==> src/rtl/scanline_streamer.sv <==
module scanline_streamer #(
  parameter int PIXELS      = 320,
  parameter int HOLD        = 10,
  parameter int START_DELAY = 7
) (
  input  logic        clk,
  input  logic        rst_n,
  input  logic        line_start,
  input  logic [31:0] in_data,
  input  logic        in_valid,
  output logic        in_ready,
  output logic [15:0] pix_out,
  output logic        retrig_err,
  output logic        underrun_err
);
  localparam int IDX_W  = $clog2(PIXELS);
  localparam int HOLD_W = $clog2(HOLD + 1);
  localparam int DLY_W  = $clog2(START_DELAY + 1);
  localparam logic [1:0] S_IDLE = 2'd0, S_WAIT = 2'd1, S_RUN = 2'd2;

  logic [1:0]        state;
  logic [DLY_W-1:0]  dly;
  logic [HOLD_W-1:0] hold;
  logic [IDX_W-1:0]  idx;
  logic [14:0]       upper;

  wire slot_end = (hold == '0);
  wire last_pix = (idx == IDX_W'(PIXELS - 1));
  wire fetch    = (state == S_WAIT && dly == '0) ||
                  (state == S_RUN && slot_end && !last_pix && idx[0]);
  wire [15:0] low_pix = in_valid ? {1'b0, in_data[14:0]} : 16'h0;
  wire [14:0] hi_keep = in_valid ? in_data[30:16] : 15'h0;

  assign in_ready = fetch;

  always_ff @(posedge clk) begin
    if (!rst_n) begin
      state        <= S_IDLE;
      dly          <= '0;
      hold         <= '0;
      idx          <= '0;
      upper        <= '0;
      pix_out      <= '0;
      retrig_err   <= 1'b0;
      underrun_err <= 1'b0;
    end else begin
      if (line_start && state != S_IDLE) retrig_err <= 1'b1;
      if (fetch && !in_valid) underrun_err <= 1'b1;
      case (state)
        S_IDLE: if (line_start) begin
          state <= S_WAIT;
          dly   <= DLY_W'(START_DELAY - 1);
        end
        S_WAIT: if (dly != '0) begin
          dly <= dly - 1'b1;
        end else begin
          state   <= S_RUN;
          idx     <= '0;
          hold    <= HOLD_W'(HOLD - 1);
          pix_out <= low_pix;
          upper   <= hi_keep;
        end
        S_RUN: if (!slot_end) begin
          hold <= hold - 1'b1;
        end else if (last_pix) begin
          state   <= S_IDLE;
          pix_out <= '0;
        end else begin
          idx  <= idx + 1'b1;
          hold <= HOLD_W'(HOLD - 1);
          if (idx[0]) begin
            pix_out <= low_pix;
            upper   <= hi_keep;
          end else begin
            pix_out <= {1'b0, upper};
          end
        end
        default: state <= S_IDLE;
      endcase
    end
  end
endmodule

==> config.mk <==
export PLATFORM = sky130hd
export DESIGN_NAME = scanline_streamer
export DESIGN_NICKNAME = d
export VERILOG_FILES = /design/src/rtl/scanline_streamer.sv
export SDC_FILE = /design/constraint.sdc
export NUM_CORES = 1
export LEC_CHECK = 0
export CORE_UTILIZATION = 30
export CTS_CLUSTER_DIAMETER = 150
export DETAILED_ROUTE_END_ITERATION = 10
export GPL_ROUTABILITY_DRIVEN = 0
export GPL_TIMING_DRIVEN = 0
export PLACE_DENSITY = 0.6
export SYNTH_ARGS = -nofsm -noshare
export SYNTH_HDL_FRONTEND = slang
export SYNTH_SLANG_ARGS = --single-unit
==> constraint.sdc <==
create_clock -name clk -period 2.7 [get_ports clk]
set_clock_uncertainty 0.05 [all_clocks]
set_input_delay 0.54 -clock clk [delete_from_list [all_inputs] [get_ports clk]]
set_output_delay 0.54 -clock clk [all_outputs]
set_load 0.02 [all_outputs]
==> run metrics, run 1 <==
Top Family by Delay on Critical Path flip-flops; post-synthesis adder-cell area fraction 0.0465; dpl hpwl 5290 um; Hold Crit Class register to register; CTS tree yes; Die X 96.7 um; max incr delay on CP 420 ps; Mapped Cells 327; critical path launch point type register; htree depth 2; Detailed Routing Iterations Pass 1 5; Max VDD drop 0.000305 V; Final Net Count 431; drt drc 0; Final Max Tran Viols 0; Via Count 2524; DRT iter0 DRCs 110; area growth from synthesis to layout 27.8%; Avg Vias per Cell 5.11; clk_lat worst skew 300 ps; critical path depth in cells 5; Seq/Total Area, Yosys 0.372; post-place setup slack 31.6 ps; largest net degree at the start of global routing 16; Slowest-stage cell, CP dfxtp_2; final worst slack 133 ps; ratio of cells with drive above 1 in the final layout 0.0518; power density cells 710 nW/um^2; Initial Util 0.308; status complete, no violations; Post-synth EDFFs 0; area of the multi-input gates 1500 um^2; WP data arrival 1980 ps; fin crit share 0.951; YS warnings 0; Area contributors post-synth dfxtp_1 37%, nand3_1 7.1%, mux2i_1 6.7%; Total Power 2.44 mW; Synth Flop Type dfxtp_1; CTS Sinks 50; fill count 861; minimum clock period after layout 2570 ps; leakage power 1.39 nW; Crit Path Class register to output pin; ANT cells 0; distinct cell type count after synthesis 45; global-route wire length before repair 12200 um; Worst Hold Path Cells 2; # setup viols final 0; Seq. cell area 1000 um^2; post-route ant nets 0; GRT Overall Usage 0.159; simple-gate share of the synthesized area 0.232; Synth Area in Compound Gates 0.193; WL final 7180 um; # IOs 55; largest area contributor in the netlist dfxtp_1; number of max-cap violations 0; Buf/Inv on CP 1; Port-buffer cells 49; Cell Rows 34; gr ovfl total 0; TritonCTS buffer count 5; Die Y 96.7 um; Routed wire per std cell 14.5 um; CP cell instances ha_1 > nand3_1 > o31ai_4 > o21ai_0 > dlygate4sd2_1; vias in the first global route 2545; Reg clk slew, reported paths 100 ps; setup TNS 0 ps; post-synthesis xor/xnor area fraction 0.00651; largest family of logic cells by synthesized area simple AND/OR/NAND/NOR gates; clock tree buffer depth 2; Synth top area share 0.372; Synth Net Count 373; Mapped Area 2690 um^2; Crit Path Max Fanout 7; root buf cell clkbuf_8; antenna violations before repair 0; Hold Worst Slack 417 ps; core area 8720 um^2; relative slew slack 0.630; multiplexer share of the synthesized area 0.0712; Worst-Margin Slew 550 ps; FF+latch count, synth 50; CP endpoint kind output pin; DIE AREA 9350 um^2; fmax 390 MHz; Synth async-reset ratio 0; Synth Area per Inst 8.23 um^2; worst path required time 2110 ps; R2R depth 7; Final Hold Fails 0
[synthesized netlist by cell type (all sizes together) (3+ instances only)]
library cell,count
dfxtp,50
nand2,46
nand3,38
inv,25
o21ai,22
nor2,19
mux2i,18
clkbuf,17
a221o,15
ha,10
a21oi,5
buf,5
o211a,5
nor2b,4
nor3,4
nor4,4
a211o,3
a22o,3
and2,3
nand2b,3
[sequential cells by signal, summed over array words and instances, names as in the netlist]
register	cells
pix_out	15
upper	15
idx	9
hold	4
dly	3
state	2
retrig_err	1
underrun_err	1
[timing repair]
item / CTS / global route
endpoints found under the hold margin: 0 / 0
pin swaps: 1 / 0
endpoints found under the setup margin: 1 / 1
hold buffers: 0 / 0
buffers inserted: 2 / 0
gates resized for setup: 4 / 1
cloned: 0 / 0
[path summary, 6_finish.rpt]
path | start | slack (ps) | to
min reg2reg | upper[13] | 420 | upper[13]
min | upper[13] | 420 | upper[13]
max reg2reg | state[1] | 250 | pix_out[8]
max | idx[0] | 130 | in_ready
[where the power goes]
part / leakage [nW] / switching (mW) / internal (mW) / total (mW)
Sequential: 0.406 / 0.0793 / 0.841 / 0.920
Combinational: 0.940 / 0.595 / 0.480 / 1.07
Clock: 0.0452 / 0.262 / 0.184 / 0.445
Total: 1.39 / 0.936 / 1.50 / 2.44
[placed cells by master (no fill, tap or decap), types with 3 or more instances in the layout]
cell type	netlist	routed
nor3_1	4	4
a211o_1	3	3
clkbuf_8	0	5
nor2b_1	4	4
nand2b_1	3	3
a21oi_1	5	5
and2_1	3	3
o21ai_0	22	22
dfxtp_1	50	49
nand3_1	38	38
clkbuf_1	17	18
buf_4	1	3
o211a_1	5	5
ha_1	10	10
clkdlybuf4s50_1	0	48
nand2_1	46	46
nor4_1	4	4
mux2i_1	18	18
a221o_1	15	15
inv_1	25	25
nor2_1	19	19
a22o_1	3	3
[kinds of logic after synthesis]
group / after synthesis
and+or+nand+nor: 131
AOI/OAI and AO/OA: 67
DFF: 50
buffers and inverters: 47
muxes: 19
adders and majority gates: 10
xor gates and xnor gates: 2
other: 1
[through the flow]
| step | area [um^2] | std cells | util |
|---|---|---|---|
| final | 3440 | 494 | 0.394 |
| after global routing | 3440 | 494 | 0.394 |
| after CTS | 3430 | 494 | 0.393 |
| after detailed placement | 3320 | 484 | 0.380 |
| after global placement | 3320 | 484 | 0.380 |
| after floorplan | 2690 | 327 | - |
[area by class of cell]
| cell class | instances | area share |
|---|---|---|
| Buffer | 22 | 0.0328 |
| Tap cell | 108 | 0.0393 |
| Inverter | 25 | 0.0273 |
| Clock inverter | 2 | 0.00400 |
| Multi-Input combinational cell | 230 | 0.437 |
| Sequential cell | 50 | 0.292 |
| Clock buffer | 6 | 0.0211 |
| Timing Repair Buffer | 51 | 0.147 |
[tightest hold or removal path: cells and delay by family (launching register included)]
family	cells	cell delay (ps)
DFF	1	320
and+or+nand+nor	1	50
muxes	1	50
[metal layers]
| metal | global-route usage | part of all wire | up-vias |
|---|---|---|---|
| met5 | 0 | 0 | - |
| li1 | - | - | 1276 |
| met2 | 0.250 | 0.45 | 68 |
| met4 | 0.0643 | 0.028 | 0 |
| met3 | 0.0246 | 0.041 | 18 |
| met1 | 0.216 | 0.49 | 1162 |
No activity file was read; power rests on OpenSTA's default activity.
==> inputs of run 2 (changes only) <==
- GPL_TIMING_DRIVEN: 0 -> default
==> run 2 against run 1 <==
Effect of this change:
- hold slack lost 3.3 ps
- clock power is 1% lower
- routed wire length down 8.3%
- combinational power is 7% lower
- sequential cell count did not move
- critical path type unchanged
- critical endpoint unchanged
- largest cell class unchanged
- largest power group unchanged
==> run metrics, run 2 (synthesis gave the netlist of run 1 again) <==
Total Power 2.35 mW (-3.5%); Die X 96.7 um (unchanged); largest net degree at the start of global routing 47 (+31); worst path required time 2110 ps (about the same); largest registers pix_out x15, upper x15, idx x9; TritonCTS buffer count 5 (unchanged); global-route wire length before repair 11200 um (-8.0%); gr ovfl total 0 (unchanged); # IOs 55 (unchanged); critical path launch point type register; Post-CTS Setup Repair Bufs 0 (-2); post-route ant nets 0 (unchanged); dpl hpwl 4630 um (-12%); ANT cells 0 (unchanged); hold_buf cts 0 (unchanged); root buf cell clkbuf_8; number of max-cap violations 0 (unchanged); commonest non-fill, non-tap cell in the layout dfxtp_1; DRT iter0 DRCs 98 (-11%); antenna violations before repair 0 (unchanged); Max VDD drop 0.000283 V (-7.2%); setup TNS 0 ps (unchanged); Crit Path Class register to output pin; power density cells 695 nW/um^2 (-2.1%); Crit Path Max Fanout 4 (-3); Via Count 2433 (-3.6%); clk_lat worst skew 310 ps (about the same); Final Hold Fails 0 (unchanged); ratio of cells with drive above 1 in the final layout 0.0617 (+0.00985); status complete, no violations; drt drc 0 (unchanged); commonest non-fill, non-tap cells in the layout 50 x dfxtp_1, 49 x clkdlybuf4s50_1, 46 x nand2_1; fin crit share 0.923 (-0.0274); Reg clk slew, reported paths 100 ps (about the same); Worst-Margin Slew 722 ps (+171 ps); leakage power 1.38 nW (-0.48%); htree depth 2 (unchanged); fill count 905 (+5.1%); fmax 401 MHz (+3.0%); vias in the first global route 2307 (-9.4%); Die Y 96.7 um (unchanged); GRT Overall Usage 0.145 (-0.0130); Detailed Routing Iterations Pass 1 4 (-1); Hold Crit Class register to register; final worst slack 207 ps (+74.0 ps); core area 8720 um^2 (unchanged); Layout Cells excl Fill 481 (-2.6%); Initial Util 0.308 (unchanged); area growth from synthesis to layout 26.0%; WL final 6580 um (-8.3%); Routed wire per std cell 13.7 um (-5.8%); post-layout util 0.389 (-0.00545); CTS Sinks 50 (unchanged); WP data arrival 1900 ps (-80 ps); DIE AREA 9350 um^2 (unchanged); RSZ-0062 raised after global routing false; CP endpoint kind output pin; # setup viols final 0 (unchanged); cell count after placement 474 (-2.1%); CTS tree yes; post-place setup slack 147 ps (+115 ps); Avg Vias per Cell 5.06 (-1.0%); Cell Rows 34 (unchanged); Final Net Count 419 (-2.8%); clock tree buffer depth 2 (unchanged); Port-buffer cells 51 (+4.1%); relative slew slack 0.517 (-0.113); Final Max Tran Viols 0 (unchanged); minimum clock period after layout 2490 ps (-74.0 ps)
run 2: cell types whose count changed in the layout (fill, tap and decap cells not counted), sizes merged:
cell / before / now
clkinv: 2 / 1
inv: 25 / 26
clkbuf: 23 / 5
buf: 7 / 11
clkdlybuf4s50: 48 / 49
run 2: worst paths after layout:
path	start	to	slack, ps	cells after the start
setup / recovery	idx[8]	in_ready	210	4
hold / removal	upper[4]	upper[4]	410	2
setup reg to reg	dly[0]	pix_out[0]	490	7
hold reg to reg	upper[4]	upper[4]	410	2
run 2: what timing repair did:
| action | 4_1_cts | 5_1_grt |
|---|---|---|
| resized for setup | 1 | 1 |
| pin swaps | 0 | 0 |
| setup endpoints to repair | 1 | 15 |
run 2: layout make-up:
| class | count | area [um^2] | share of cell area |
|---|---|---|---|
| multi-input combinational | 230 | 1490 | 0.438 |
| tap | 108 | 135 | 0.0399 |
| timing repair buffer | 61 | 592 | 0.175 |
| sequential | 50 | 1000 | 0.295 |
| clock buffer | 5 | 68.8 | 0.0203 |
| inverter | 25 | 93.8 | 0.0277 |
| clock inverter | 2 | 13.8 | 0.00406 |
run 2: stage by stage:
step           hold WS (ps)  area [um^2]
3_3_place_gp            397         3310
6_report                413         3390
2_1_floorplan           388         2690
4_1_cts                 415         3390
5_1_grt                 438         3390
3_5_place_dp            401         3310
run 2: critical path, stage by stage (launching register included):
cell	delay, ps
dfxtp_1	390
or3b_4	430
o31ai_1	280
o21ai_0	150
dlygate4sd2_1	340
run 2: where the power goes:
group | switching [mW] | total [mW] | internal (mW)
combinational | 0.560 | 1.00 | 0.443
sequential | 0.0713 | 0.911 | 0.840
clock | 0.260 | 0.440 | 0.180
run 2: layer usage:
layer	wire length (um)	GRT usage	share of wire	up-vias
li1	-	-	-	1243
met2	3060	0.240	0.46	49
met1	3220	0.195	0.49	1137
met3	237	0.0267	0.036	4
met5	0	0	0	-
met4	66	0.0390	0.010	0
